## config.mk

```make
export PLATFORM = sky130hd
export DESIGN_NAME = bus_claim_window
export DESIGN_NICKNAME = d
export VERILOG_FILES = /design/src/rtl/bcw_pkg.sv /design/src/rtl/bcw_space_decode.sv /design/src/rtl/bcw_rsp_classify.sv /design/src/rtl/bcw_window_fsm.sv /design/src/rtl/bus_claim_window.sv
export SDC_FILE = /design/constraint.sdc
export NUM_CORES = 1
export LEC_CHECK = 0
export BUFFER_PORTS_ARGS = -buffer_cell sky130_fd_sc_hd__buf_2
export CAP_MARGIN = 20
export CORE_MARGIN = 5
export CORE_UTILIZATION = 40
export CTS_CLUSTER_DIAMETER = 100
export CTS_CLUSTER_SIZE = 16
export DETAILED_ROUTE_END_ITERATION = 7
export GPL_TIMING_DRIVEN = 1
export HOLD_SLACK_MARGIN = 0.15
export PLACE_DENSITY = 0.77
export SKIP_CTS_REPAIR_TIMING = 1
export SYNTH_ARGS = -nofsm -noshare
export SYNTH_HDL_FRONTEND = slang
export SYNTH_SLANG_ARGS = --single-unit
```

## constraint.sdc

```tcl
create_clock -name clk -period 2 [get_ports clk]
set_input_delay 0.2 -clock clk [delete_from_list [all_inputs] [get_ports clk]]
set_output_delay 0.2 -clock clk [all_outputs]
set_load 0.005 [all_outputs]
```

## src/rtl/bcw_pkg.sv

```systemverilog
// Package: shared types for the bus claim window controller.
// Assumes nothing beyond IEEE 1800-2017 enumerations.
package bcw_pkg;

    // Phase of the transfer currently being tracked.
    typedef enum logic [1:0] {
        PH_IDLE   = 2'd0,
        PH_WINDOW = 2'd1,
        PH_COMMIT = 2'd2
    } phase_t;

    // Kind of response a card gave on the processor bus.
    typedef enum logic [1:0] {
        RSP_NONE  = 2'd0,
        RSP_ACK   = 2'd1,
        RSP_ERR   = 2'd2,
        RSP_RETRY = 2'd3
    } card_rsp_t;

endpackage

```

## src/rtl/bcw_space_decode.sv

```systemverilog
// Module: bcw_space_decode
// Tells whether the top address field selects the legacy motherboard space.
// Assumes the legacy space is exactly the low page and the high page of the
// top field; both page values are parameters.
module bcw_space_decode #(
    parameter int          PAGE_W  = 8,
    parameter logic [7:0]  LO_PAGE = 8'h00,
    parameter logic [7:0]  HI_PAGE = 8'hFF
) (
    input  logic [PAGE_W-1:0] page,
    output logic              in_legacy
);
    localparam logic [PAGE_W-1:0] LO_V = PAGE_W'(LO_PAGE);
    localparam logic [PAGE_W-1:0] HI_V = PAGE_W'(HI_PAGE);

    // Compare the page field against both legacy pages.
    always_comb begin
        in_legacy = (page == LO_V) || (page == HI_V);
    end
endmodule

```

## src/rtl/bcw_rsp_classify.sv

```systemverilog
// Module: bcw_rsp_classify
// Turns the card's two active-low termination lines into one response kind.
// Assumes the lines are already synchronous to the bus clock.
module bcw_rsp_classify
    import bcw_pkg::*;
(
    input  logic      ack_n,
    input  logic      err_n,
    output card_rsp_t rsp
);
    // Both low is a retry; one low alone is an ack or an error.
    always_comb begin
        unique case ({~err_n, ~ack_n})
            2'b01:   rsp = RSP_ACK;
            2'b10:   rsp = RSP_ERR;
            2'b11:   rsp = RSP_RETRY;
            default: rsp = RSP_NONE;
        endcase
    end
endmodule

```

## src/rtl/bcw_window_fsm.sv

```systemverilog
// Module: bcw_window_fsm
// Tracks one transfer: opens the claim window on a legacy start, counts its
// cycles, cancels on a card response inside it and commits when it closes.
// Assumes one outstanding transfer at a time; starts seen while busy are
// dropped. The motherboard acknowledge is only honoured once committed.
module bcw_window_fsm
    import bcw_pkg::*;
#(
    parameter int WINDOW_CYC = 6
) (
    input  logic      clk,
    input  logic      rst_n,
    input  logic      start_hit,
    input  logic      rd_nwr,
    input  card_rsp_t card_rsp,
    input  logic      mb_ack_n,
    output logic      mb_start,
    output logic      mb_cancel,
    output logic      mb_commit,
    output logic      mb_drive_en
);
    localparam int             CNT_W   = $clog2(WINDOW_CYC + 1);
    localparam logic [CNT_W-1:0] CNT_ONE  = CNT_W'(1);
    localparam logic [CNT_W-1:0] CNT_LAST = CNT_W'(WINDOW_CYC);

    phase_t             phase;
    logic [CNT_W-1:0]   cyc_cnt;
    logic               rd_q;
    logic               claimed;

    // A card response of any kind claims the transfer.
    always_comb begin
        claimed = (card_rsp != RSP_NONE);
    end

    // Phase, window counter and registered outputs.
    always_ff @(posedge clk) begin
        if (!rst_n) begin
            phase       <= PH_IDLE;
            cyc_cnt     <= '0;
            rd_q        <= 1'b0;
            mb_start    <= 1'b0;
            mb_cancel   <= 1'b0;
            mb_commit   <= 1'b0;
            mb_drive_en <= 1'b0;
        end else begin
            mb_start  <= 1'b0;
            mb_cancel <= 1'b0;
            unique case (phase)
                PH_IDLE: begin
                    if (start_hit) begin
                        phase    <= PH_WINDOW;
                        cyc_cnt  <= CNT_ONE;
                        rd_q     <= rd_nwr;
                        mb_start <= 1'b1;
                    end
                end
                PH_WINDOW: begin
                    if (claimed) begin
                        phase     <= PH_IDLE;
                        cyc_cnt   <= '0;
                        mb_cancel <= 1'b1;
                    end else if (cyc_cnt == CNT_LAST) begin
                        phase       <= PH_COMMIT;
                        cyc_cnt     <= '0;
                        mb_commit   <= 1'b1;
                        mb_drive_en <= rd_q;
                    end else begin
                        cyc_cnt <= cyc_cnt + CNT_ONE;
                    end
                end
                PH_COMMIT: begin
                    if (!mb_ack_n) begin
                        phase       <= PH_IDLE;
                        mb_commit   <= 1'b0;
                        mb_drive_en <= 1'b0;
                    end
                end
                default: begin
                    phase <= PH_IDLE;
                end
            endcase
        end
    end

    AST_START_ONE_CYCLE: assert property (@(posedge clk) disable iff (!rst_n)
        mb_start |=> !mb_start);
    AST_BUSY_START_DROPPED: assert property (@(posedge clk) disable iff (!rst_n)
        (start_hit && phase != PH_IDLE) |=> !mb_start);
    AST_CANCEL_ONE_CYCLE: assert property (@(posedge clk) disable iff (!rst_n)
        mb_cancel |=> !mb_cancel);
    AST_COUNT_IN_WINDOW: assert property (@(posedge clk) disable iff (!rst_n)
        cyc_cnt <= CNT_LAST);
    AST_CANCEL_XOR_COMMIT: assert property (@(posedge clk) disable iff (!rst_n)
        !(mb_cancel && mb_commit));
    AST_DRIVE_NEEDS_COMMIT: assert property (@(posedge clk) disable iff (!rst_n)
        mb_drive_en |-> mb_commit);
    AST_COMMIT_HOLDS: assert property (@(posedge clk) disable iff (!rst_n)
        (mb_commit && mb_ack_n) |=> (mb_commit && !mb_cancel));
    AST_MB_ACK_ENDS: assert property (@(posedge clk) disable iff (!rst_n)
        (mb_commit && !mb_ack_n) |=> (!mb_commit && !mb_drive_en));
endmodule

```

## src/rtl/bus_claim_window.sv

```systemverilog
// Module: bus_claim_window (top)
// Watches processor transfer starts, launches legacy motherboard accesses
// and lets a card claim them inside a fixed cycle window.
// Assumes all inputs are synchronous to clk and at most one transfer is open.
module bus_claim_window #(
    parameter int         ADDR_W     = 32,
    parameter int         PAGE_W     = 8,
    parameter logic [7:0] LO_PAGE    = 8'h00,
    parameter logic [7:0] HI_PAGE    = 8'hFF,
    parameter int         WINDOW_CYC = 6
) (
    input  logic              clk,
    input  logic              rst_n,
    input  logic              xfer_start,
    input  logic [ADDR_W-1:0] addr,
    input  logic              rd_nwr,
    input  logic              card_ack_n,
    input  logic              card_err_n,
    input  logic              mb_ack_n,
    output logic              mb_start,
    output logic              mb_cancel,
    output logic              mb_commit,
    output logic              mb_drive_en
);
    import bcw_pkg::*;

    localparam int PAGE_LSB = ADDR_W - PAGE_W;

    logic      in_legacy;
    logic      start_hit;
    card_rsp_t card_rsp;
    logic      unused_low;

    // Only the page field is decoded; the rest of the address is not needed.
    always_comb begin
        unused_low = ^addr[PAGE_LSB-1:0];
    end

    bcw_space_decode #(
        .PAGE_W  (PAGE_W),
        .LO_PAGE (LO_PAGE),
        .HI_PAGE (HI_PAGE)
    ) u_decode (
        .page      (addr[ADDR_W-1:PAGE_LSB]),
        .in_legacy (in_legacy)
    );

    // Qualify the strobe with the address space.
    always_comb begin
        start_hit = xfer_start && in_legacy;
    end

    bcw_rsp_classify u_rsp (
        .ack_n (card_ack_n),
        .err_n (card_err_n),
        .rsp   (card_rsp)
    );

    bcw_window_fsm #(
        .WINDOW_CYC (WINDOW_CYC)
    ) u_fsm (
        .clk         (clk),
        .rst_n       (rst_n),
        .start_hit   (start_hit),
        .rd_nwr      (rd_nwr),
        .card_rsp    (card_rsp),
        .mb_ack_n    (mb_ack_n),
        .mb_start    (mb_start),
        .mb_cancel   (mb_cancel),
        .mb_commit   (mb_commit),
        .mb_drive_en (mb_drive_en)
    );

    AST_FOREIGN_NO_START: assert property (@(posedge clk) disable iff (!rst_n)
        (xfer_start && !in_legacy && !mb_start && !mb_cancel && !mb_commit)
        |=> !mb_start);
endmodule

```

# ---- Word-level counts from Yosys, hierarchy flattened
# Index checks and enable logic that the tools add are counted.
dict set report totals {
  regBits 10
  input_bits 39
  out_inout_bits 4
  elab_cells 54
}
dict set report classes {
  n_addsub 1
  n_eq_ne 12
  n_mux 19
  n_bitwise 2
  reduce_logical 13
}
# cell count
set op_table {}
lappend op_table {{$pmux 2 s3} 2}
lappend op_table {{$mux 3} 3}
lappend op_table {{$eq 8x8->1 const B} 1}
lappend op_table {{$logic_not 8->1} 1}
lappend op_table {{$mux 2} 4}
lappend op_table {{$reduce_and 2->1} 4}
lappend op_table {{$mux 1} 7}
lappend op_table {{$eq 2x2->1 const B} 3}
lappend op_table {{$ne 2x2->1 const B} 3}
lappend op_table {{$pmux 3 s2} 1}
lappend op_table {{$reduce_bool 2->1} 3}
lappend op_table {{$eq 2x1->1 const B} 2}
lappend op_table {{$pmux 1 s2} 2}
lappend op_table {{$reduce_and 4->1} 1}
lappend op_table {{$add 3x1->3 const B} 1}
lappend op_table {{$eq 3x3->1 const B} 1}
lappend op_table {{$ne 3x1->1 const B} 1}
lappend op_table {{$reduce_and 3->1} 1}
lappend op_table {{$logic_not 2->1} 1}
lappend op_table {{$ne 2x1->1 const B} 1}
lappend op_table {{$not 1->1} 2}
lappend op_table {{$logic_and 1x1->1} 1}
lappend op_table {{$logic_or 1x1->1} 1}

# ---- Depth between registers and ports, before layout
# Gate-level depths: netlist (run 1).
dict set report depth {
  ltp_word 6
  ltp_mapped 4
  mapped_depth_nobuf 4
}

# ---- Modules after synthesis
# A second synthesis (run 1) with hierarchy kept.
dict set report hier_totals {
  hier_cells 55
  area_unflattened_um2 511.7
}
# mod instances cells_per_inst area_per_inst_um2 seq_area_each_um2
set by_module_without_submodules {}
lappend by_module_without_submodules {bcw_window_fsm 1 46 460.4 200.2}
lappend by_module_without_submodules {bcw_space_decode 1 6 37.5 0.0}
lappend by_module_without_submodules {bcw_rsp_classify 1 2 7.5 0.0}
lappend by_module_without_submodules {bus_claim_window 1 1 6.3 0.0}

# ---- Least setup slack after synthesis (run 1)
# OpenSTA, ideal clock, no wires.
dict set report synth_timing {
  kind {register to register}
  startpoint {register u_fsm.phase[1]}
  endpoint {register u_fsm.mb_drive_en}
  setup_time_ps 115
  arrival_ps 1190
  t_required_ps 1885
  setup_slack_ps 695
  path_stages_with_launch 5
  n_path_buf 0
  period_less_slack_ps 1305
  path_cell_list {dfxtp_1 -> nand4b_1 -> or3_1 -> mux2i_1 -> and2_1}
}
dict set report synth_between {
  elab_chain_len 3
  word_cells_on_any_way 8
  cone_classes {eq/ne: 5; mux: 1; reduce/logical: 2}
}
# element line
set synth_rtl {}
lappend synth_rtl {{start, declared} bcw_window_fsm.sv:26} ;# phase_t phase;
lappend synth_rtl {{start signal, assigned} bcw_window_fsm.sv:39} ;# phase <= PH_IDLE;
lappend synth_rtl {{start signal, assigned} bcw_window_fsm.sv:52} ;# phase <= PH_WINDOW;
lappend synth_rtl {{start signal, assigned} bcw_window_fsm.sv:60} ;# phase <= PH_IDLE;
lappend synth_rtl {{$eq 2x1->1 / $eq 2x2->1 (equally long branches)} bcw_window_fsm.sv:49} ;# unique case (phase)
lappend synth_rtl {{$ne 2x2->1 (no line), or another cell as far along} n/a}
lappend synth_rtl {{$reduce_and 4->1 (no line)} n/a}
lappend synth_rtl {{end signal, assigned} bcw_window_fsm.sv:67} ;# mb_drive_en <= rd_q;
lappend synth_rtl {{end, declared} bcw_window_fsm.sv:20} ;# output logic mb_drive_en
# Parallel ways exist; a longest one is shown, timed or not.
# A chain may end at the register's enable or synchronous reset.

# ---- Worst setup path after layout (run 1)
# Same ends and word-level chain as after synthesis.

==> flow_metrics.tcl, run 1 <==
set metrics [dict create \
    rows 13 \
    final_core_util_pct 51.5 \
    rsz0062_at_grt "no" \
    crit_buf_inv 0 \
    die_width_um 46.8 \
    place_area_um2 639 \
    hold_ws_ns 0.176 \
    fin_area_um2 662 \
    overflow 0 \
    power.internal_mw 0.284 \
    start_kind "flip-flop" \
    start_util_pct 42.3 \
    drtIter0Drc 11 \
    antenna_found_initial 0 \
    ys_types 32 \
    synth_nets 100 \
    power.density_mw_per_mm2 553 \
    period_minus_slack_ns 1.42 \
    htree_levels 1 \
    max_freq_mhz 704 \
    critPathRequiredTime_ns 2.16 \
    combPwrFrac_pct 8.2 \
    slew_viol_final 0 \
    port_buffers 18 \
    die_area_mm2 0.00219 \
    viasPerCell 5.70 \
    power_switching_mw 0.0823 \
    grt_max_degree 15 \
    first_global_vias 479 \
    ys_seq_area_share_pct 36.9 \
    ys_ff_latch 10 \
    nets 122 \
    worst_ep_arrival_time_ns 1.58 \
    syn_avg_cell_area_um2 8.90 \
    grt_usage_pct 12.4 \
    cts-root-buf "clkbuf_4" \
    clk_pin_slew_ns 0.06 \
    crit_chain "nand4b_1 > or3_1 > mux2i_1 > and2_1" \
    worstPathMaxFanout 7 \
    drv_cap 0 \
    tightest_slew_ns 0.351 \
    synth_area_um2 543 \
    vias 547 \
    clkPwrFrac_pct 37.3 \
    hpwl_um 988 \
    critPathCaptureType "flip-flop" \
    finalHoldViolCount 0 \
    cts_num_sinks 10 \
    remaining_drc_errors 0 \
    path_class "flip-flop to flip-flop" \
    grt_pass1_wl_mm 1.95 \
    core_area_mm2 0.00128 \
    gp_congestion 0.744 \
    cpPeakStageDelay_ns 0.43 \
    relSlewSlack_pct 76.5 \
    cts-buffers-inserted 3 \
    ant_nets 0 \
    crit_slowest_cell "or3_1" \
    routed_wl_mm 1.24 \
    netSwitchingFraction_pct 22.5 \
    cts_tree "done" \
    ios 43 \
    synth_cells 61 \
    n_antenna_cell 0 \
    power_frac_seq_pct 54.5 \
    wl_per_cell_um 12.9 \
    syn2layout_area_growth_pct 21.9 \
    cts.path.max_buffers 2 \
    hold_class "input port to flip-flop" \
    period_share_pct 71.0 \
    status "complete, no violations" \
    fin_skew_ns 0.00136 \
    drive_above_1_share_pct 32.1 \
    worstSkewPairLatency_ns 0.26 \
    timing.setup.tns_ns 0 \
    ir_drop_uv 229 \
    cp_top_family "simple AND/OR/NAND/NOR gates" \
    setup_viol 0 \
    yosysWarnings 0 \
    die_h_um 46.8 \
    first_pass_iters 4 \
    p_leak_nw 0.273 \
]
==> Yosys cell counts <==
cell type	instances	area, um^2
a21boi_0	1	7.51
a21boi_1	2	15.0
a21o_1	1	7.51
a21oi_1	3	15.0
a22oi_1	1	7.51
a31oi_1	1	6.26
a41o_1	1	10.0
and2_1	1	6.26
and3_1	1	6.26
and4b_1	1	10.0
dfxtp_1	10	200
dlymetal6s2s_1	1	12.5
inv_1	1	3.75
mux2i_1	2	20.0
nand2_1	7	26.3
nand2b_1	1	6.26
nand3_1	1	5.00
nand3b_1	1	7.51
nand4_1	2	12.5
nand4b_1	2	17.5
nor2_1	3	11.3
nor2_4	1	11.3
nor2b_1	1	6.26
o2111a_1	1	11.3
o211ai_1	1	7.51
o211ai_2	1	12.5
o21ai_0	6	30.0
o21ai_1	1	5.00
o31a_1	1	8.76
or3_1	1	6.26
or3_2	1	7.51
or4_4	2	22.5
==> path summary, 6_finish.rpt <==
check	from	end	slack, ns	cells past startpoint
min reg2reg	u_fsm.rd_q	u_fsm.rd_q	0.48	2
max reg2reg	u_fsm.phase[1]	u_fsm.mb_drive_en	0.58	4
min	rd_nwr	u_fsm.rd_q	0.18	3
max	u_fsm.phase[1]	u_fsm.mb_drive_en	0.58	4
==> final cells by class <==
| type | instances | area, um^2 |
|---|---|---|
| Sequential cell | 10 | 200 |
| Fill cell | 120 | 623 |
| Clock buffer | 3 | 22.5 |
| Multi-Input combinational cell | 49 | 327 |
| Timing Repair Buffer | 18 | 90.1 |
| Tap cell | 15 | 18.8 |
| Inverter | 1 | 3.75 |
==> worst min-delay path: stages <==
cell	delay (ns)
buf_2	0.09
nand2_1	0.04
mux2i_1	0.05
==> logic make-up after synthesis <==
family                 share of synthesized area, %
buffers and inverters                          2.99
muxes                                          3.69
AOI/OAI and AO/OA                              26.5
and+or+nand+nor                                30.0
DFF                                            36.9
==> power by group through the flow <==
stage	registers [mW]	clock network, mW	logic, mW
final	0.200	0.136	0.0299
after detailed placement	0.204	0	0.0295
after global placement	0.204	0	0.0282
after floorplan	0.204	0	0.0115
after global routing	0.200	0.146	0.0328
after CTS	0.200	0.139	0.0296
==> cell usage in the layout, fill, tap and decap left out, drive strengths merged <==
cell	count
and2	1
and4b	1
o31a	1
o211ai	2
clkbuf	3
nand3	1
nor2b	1
or3	2
nand2b	1
nand3b	1
and3	1
mux2i	2
inv	1
a21boi	3
nand2	7
o2111a	1
a21o	1
a22oi	1
a31oi	1
dfxtp	10
nor2	4
o21ai	7
a41o	1
a21oi	3
nand4	2
buf	18
nand4b	2
or4	2
==> per-stage QoR <==
stage               std cells  setup slack, ns  power, mW
floorplan                  61            0.695      0.216
global placement           93            0.564      0.232
detailed placement         93            0.542      0.234
CTS                        96            0.580      0.368
global route               96            0.503      0.379
finish                     96            0.580      0.366
==> flip-flops by register name, summed over array words and instances (netlist names) <==
signal,flops
u_fsm.cyc_cnt,3
u_fsm.mb_cancel,1
u_fsm.mb_commit,1
u_fsm.mb_drive_en,1
u_fsm.mb_start,1
u_fsm.phase,2
u_fsm.rd_q,1
==> layer usage <==
metal  vias up  share of wire [%]  GRT usage (%)
met4         0                1.1           6.63
met2        13                 51           21.7
met3         2                5.3           2.30
li1        275                  -              -
met5         -                  0              0
met1       257                 42           14.2
(Power assumes the default switching activity.)
==> inputs of run 2 (changes only) <==
--- a/config.mk
+++ b/config.mk
@@ -8,13 +8,13 @@
 export BUFFER_PORTS_ARGS = -buffer_cell sky130_fd_sc_hd__buf_2
 export CAP_MARGIN = 20
 export CORE_MARGIN = 5
-export CORE_UTILIZATION = 40
+export CORE_UTILIZATION = 37
 export CTS_CLUSTER_DIAMETER = 100
 export CTS_CLUSTER_SIZE = 16
 export DETAILED_ROUTE_END_ITERATION = 7
 export GPL_TIMING_DRIVEN = 1
 export HOLD_SLACK_MARGIN = 0.15
-export PLACE_DENSITY = 0.77
+export PLACE_DENSITY = 0.72
 export SKIP_CTS_REPAIR_TIMING = 1
 export SYNTH_ARGS = -nofsm -noshare
 export SYNTH_HDL_FRONTEND = slang
==> constraint.sdc (replaced) <==
create_clock -name clk -period 1.35 [get_ports clk]
set_input_delay 0.135 -clock clk [delete_from_list [all_inputs] [get_ports clk]]
set_output_delay 0.135 -clock clk [all_outputs]
set_load 0.005 [all_outputs]
==> flow_metrics.tcl, run 2 (synthesis gave the netlist of run 1 again) <==
set metrics [dict create \
    combPwrFrac_pct 8.8 \
    n_antenna_cell 0 \
    die_area_mm2 0.00233 \
    grt.busiest_layer "met2" \
    hpwl_um 988 \
    p_total_mw 0.544 \
    viasPerCell 5.36 \
    rsz0062_at_grt "no" \
    gp_congestion 0.782 \
    port_buffers 18 \
    setup_viol 0 \
    worst_ep_arrival_time_ns 1.48 \
    nets 130 \
    netSwitchingFraction_pct 22.1 \
    start_kind "flip-flop" \
    power_switching_mw 0.120 \
    largest_reg_flops 3 \
    cts_tree "done" \
    drive_above_1_share_pct 38.2 \
    clk_pin_slew_ns 0.07 \
    tightest_slew_ns 0.327 \
    period_share_pct 95.4 \
    clkPwrFrac_pct 36.8 \
    ios 43 \
    cts.path.max_buffers 2 \
    remaining_drc_errors 0 \
    syn2layout_area_growth_pct 34.3 \
    power.internal_mw 0.424 \
    fillers 139 \
    place_area_um2 692 \
    fin_area_um2 729 \
    use_met3_pct 6.73 \
    relSlewSlack_pct 78.1 \
    antenna_found_initial 0 \
    ant_nets 0 \
    worstSkewPairLatency_ns 0.27 \
    first_pass_iters 5 \
    routed_wl_mm 1.30 \
    path_class "flip-flop to flip-flop" \
    drtIter0Drc 15 \
    vias 557 \
    power.density_mw_per_mm2 746 \
    cts_num_sinks 10 \
    max_freq_mhz 777 \
    ir_drop_uv 568 \
    grt_pass1_wl_mm 2.23 \
    rows 13 \
    grt_max_degree 15 \
    wl_per_cell_um 12.5 \
    die_h_um 48.3 \
    final_common_cell "buf_2" \
    overflow 0 \
    critPathRequiredTime_ns 1.54 \
    layout_common_cells "18 x buf_2, 10 x dfxtp_1, 7 x nand2_1, 7 x buf_4, 6 x o21ai_0" \
    finalHoldViolCount 0 \
    start_util_pct 40.2 \
    reg.largest.list "u_fsm.cyc_cnt: 3 flops, u_fsm.phase: 2 flops" \
    drv_cap 0 \
    grt_usage_pct 12.0 \
    cts-buffers-inserted 3 \
    core_area_mm2 0.00135 \
    power_frac_seq_pct 54.4 \
    hold_ws_ns 0.192 \
    htree_levels 1 \
    p_leak_nw 0.314 \
    slew_viol_final 0 \
    grt_use_met2_pct 16.5 \
    critPathCaptureType "flip-flop" \
    use_met1_pct 14.4 \
    status "complete, no violations" \
    first_global_vias 495 \
    top_register "u_fsm.cyc_cnt" \
    fin_skew_ns 0.0110 \
    die_width_um 48.3 \
    hold_class "input port to flip-flop" \
    worstPathMaxFanout 4 \
    cts-root-buf "clkbuf_4" \
    period_minus_slack_ns 1.29 \
]
run 2: cell types whose count changed in the layout (fill, tap and decap cells not counted), sizes merged:
cell / before / now
buf: 18 / 25
dlygate4sd3: 0 / 1
run 2: per-stage QoR:
stage	instances	util, %	setup WS, ns	setup TNS (ns)
floorplan	61	-	0.0450	0
global placement	100	51.3	-0.0241	-0.0241
detailed placement	100	51.3	-0.0355	-0.0380
CTS	103	52.9	0.0230	0
global route	104	54.0	0.00681	0
finish	104	54.0	0.0627	0
run 2: path summary, 6_finish.rpt:
check                                     from          endpoint  slack [ns]  cells after the start
worst max-delay path            u_fsm.phase[0]  u_fsm.cyc_cnt[1]        0.06                      4
worst min register to register      u_fsm.rd_q        u_fsm.rd_q        0.46                      2
worst max register to register  u_fsm.phase[0]  u_fsm.cyc_cnt[1]        0.06                      4
worst min-delay path                  mb_ack_n    u_fsm.phase[1]        0.19                      3
run 2: power by group through the flow:
stage	Combinational (mW)	Clock [mW]	Sequential, mW
floorplan	0.0170	0	0.302
detailed placement	0.0454	0	0.302
CTS	0.0455	0.215	0.296
global placement	0.0442	0	0.302
global route	0.0527	0.221	0.296
finish	0.0479	0.200	0.296
run 2: critical path: stages, from the launching register on:
cell and delay, ns:
dfxtp_1 0.31, buf_4 0.14, nand3b_1 0.17, or3_2 0.42
a22oi_1 0.18
run 2: layer usage:
layer  share of wire (%)  vias to the layer above
met5                   0                        -
met4                 1.6                        0
met3                 6.5                        2
met2                  48                        9
met1                  44                      251
li1                    -                      295
run 2: cell type report:
type | count | area (um^2) | share of cell area, %
clock buffers | 3 | 22.5 | 3.09
inverters | 1 | 3.75 | 0.515
multi-input cells | 49 | 332 | 45.5
flip-flops and latches | 10 | 200 | 27.4
well taps | 15 | 18.8 | 2.57
repair buffers | 26 | 153 | 20.9
==> inputs of run 3 (changes only) <==
--- a/config.mk
+++ b/config.mk
@@ -7,7 +7,6 @@
 export LEC_CHECK = 0
 export BUFFER_PORTS_ARGS = -buffer_cell sky130_fd_sc_hd__buf_2
 export CAP_MARGIN = 20
-export CORE_MARGIN = 5
 export CORE_UTILIZATION = 37
 export CTS_CLUSTER_DIAMETER = 100
 export CTS_CLUSTER_SIZE = 16
==> flow_metrics.tcl, run 3 (synthesis gave the netlist of run 1 again) <==
set metrics [dict create \
    start_util_pct 40.7 \
    power.density_mw_per_mm2 847 \
    cts_num_sinks 10 \
    clk_pin_slew_ns 0.07 \
    ant_nets 0 \
    core_area_mm2 0.00133 \
    layout_common_cells "18 x buf_2, 9 x dfxtp_1, 7 x nand2_1" \
    reg.largest.list "u_fsm.cyc_cnt: 3 flops, u_fsm.phase: 2 flops" \
    remaining_drc_errors 0 \
    tightest_slew_ns 0.312 \
    regArea_um2 201 \
    port_buffers 18 \
    hold_class "input port to flip-flop" \
    syn2layout_area_growth_pct 34.3 \
    wl_per_cell_um 10.9 \
    fin_skew_ns 0.00267 \
    viasPerCell 5.35 \
    drv_cap 0 \
    die_width_um 40.3 \
    ios 43 \
    rsz0062_at_grt "no" \
    overflow 0 \
    drtIter0Drc 9 \
    fin_area_um2 729 \
    status "complete, no violations" \
    ir_drop_uv 453 \
    period_share_pct 94.4 \
    first_global_vias 445 \
    period_minus_slack_ns 1.27 \
    grt_usage_pct 15.5 \
    final_core_util_pct 54.7 \
    power_switching_mw 0.133 \
    cts.path.max_buffers 2 \
    grt_max_degree 15 \
    p_total_mw 0.618 \
    preCtsSetupSlack_ns -0.0459 \
    multiInputGateArea_um2 332 \
    p_leak_nw 0.312 \
    rows 13 \
    largest_reg_flops 3 \
    path_class "flip-flop to flip-flop" \
    critPathRequiredTime_ns 1.51 \
    gp_congestion 0.770 \
    start_kind "flip-flop" \
    max_freq_mhz 785 \
    worstSkewPairLatency_ns 0.26 \
    fillers 130 \
    cts-root-buf "clkbuf_4" \
    die_h_um 40.3 \
    htree_levels 1 \
    hpwl_um 889 \
    n_antenna_cell 0 \
    finalHoldViolCount 0 \
    die_area_mm2 0.00162 \
    vias 551 \
    place_area_um2 677 \
    relSlewSlack_pct 79.1 \
    cts-buffers-inserted 3 \
    critPathCaptureType "flip-flop" \
    power_frac_seq_pct 47.8 \
    combPwrFrac_pct 7.8 \
    first_pass_iters 4 \
    cts_tree "done" \
    worstPathMaxFanout 3 \
    antenna_found_initial 0 \
    routed_wl_mm 1.12 \
    worst_ep_arrival_time_ns 1.44 \
    finalWorstSetupSlack_ns 0.0756 \
    final_common_cell "buf_2" \
    nets 128 \
    top_register "u_fsm.cyc_cnt" \
    timing.setup.tns_ns 0 \
    drive_above_1_share_pct 38.6 \
    grt_pass1_wl_mm 1.71 \
    clkPwrFrac_pct 44.4 \
    power.internal_mw 0.484 \
    slew_viol_final 0 \
    netSwitchingFraction_pct 21.6 \
    setup_viol 0 \
]
==> run 3: changes by cell type in the layout (fill, tap and decap cells not counted), sizes merged <==
cell    before  now
clkbuf       3    4
buf         25   23
==> run 3: final timing paths <==
check,startpoint,end,slack (ns),cells past startpoint
hold / removal,mb_ack_n,u_fsm.phase[1],0.19,3
setup reg to reg,u_fsm.phase[1],u_fsm.mb_drive_en,0.08,4
setup / recovery,u_fsm.phase[1],u_fsm.mb_drive_en,0.08,4
hold reg to reg,u_fsm.rd_q,u_fsm.rd_q,0.47,2
==> run 3: through the flow <==
step,hold WS [ns],instances
detailed placement,0.392,98
global placement,0.382,98
floorplan,0.274,61
CTS,0.112,102
finish,0.189,103
global route,0.199,103
==> run 3: per-layer routing <==
layer	track usage [%]	up-vias	share of wire [%]
li1	-	287	-
met1	20.1	252	50
met2	25.4	12	47
met3	3.33	0	3.2
met4	5.00	0	0
met5	0	-	0
==> run 3: power groups by stage <==
stage / logic (mW) / clock network (mW) / registers [mW]
finish: 0.0481 / 0.274 / 0.295
global route: 0.0532 / 0.294 / 0.295
CTS: 0.0459 / 0.279 / 0.295
detailed placement: 0.0457 / 0 / 0.302
global placement: 0.0445 / 0 / 0.302
floorplan: 0.0170 / 0 / 0.302
==> run 3: cell type report <==
| cell class | count | area share (%) |
|---|---|---|
| Inverter | 1 | 0.515 |
| Clock buffer | 4 | 4.97 |
| Multi-Input combinational cell | 49 | 45.5 |
| Sequential cell | 10 | 27.6 |
| Tap cell | 15 | 2.57 |
| Timing Repair Buffer | 24 | 18.9 |
==> run 3: critical path, stage by stage (launching register included) <==
cell and delay [ns]:
dfxtp_1 0.31, nand4b_1 0.19, or3_4 0.40, mux2i_1 0.12
and2_1 0.15
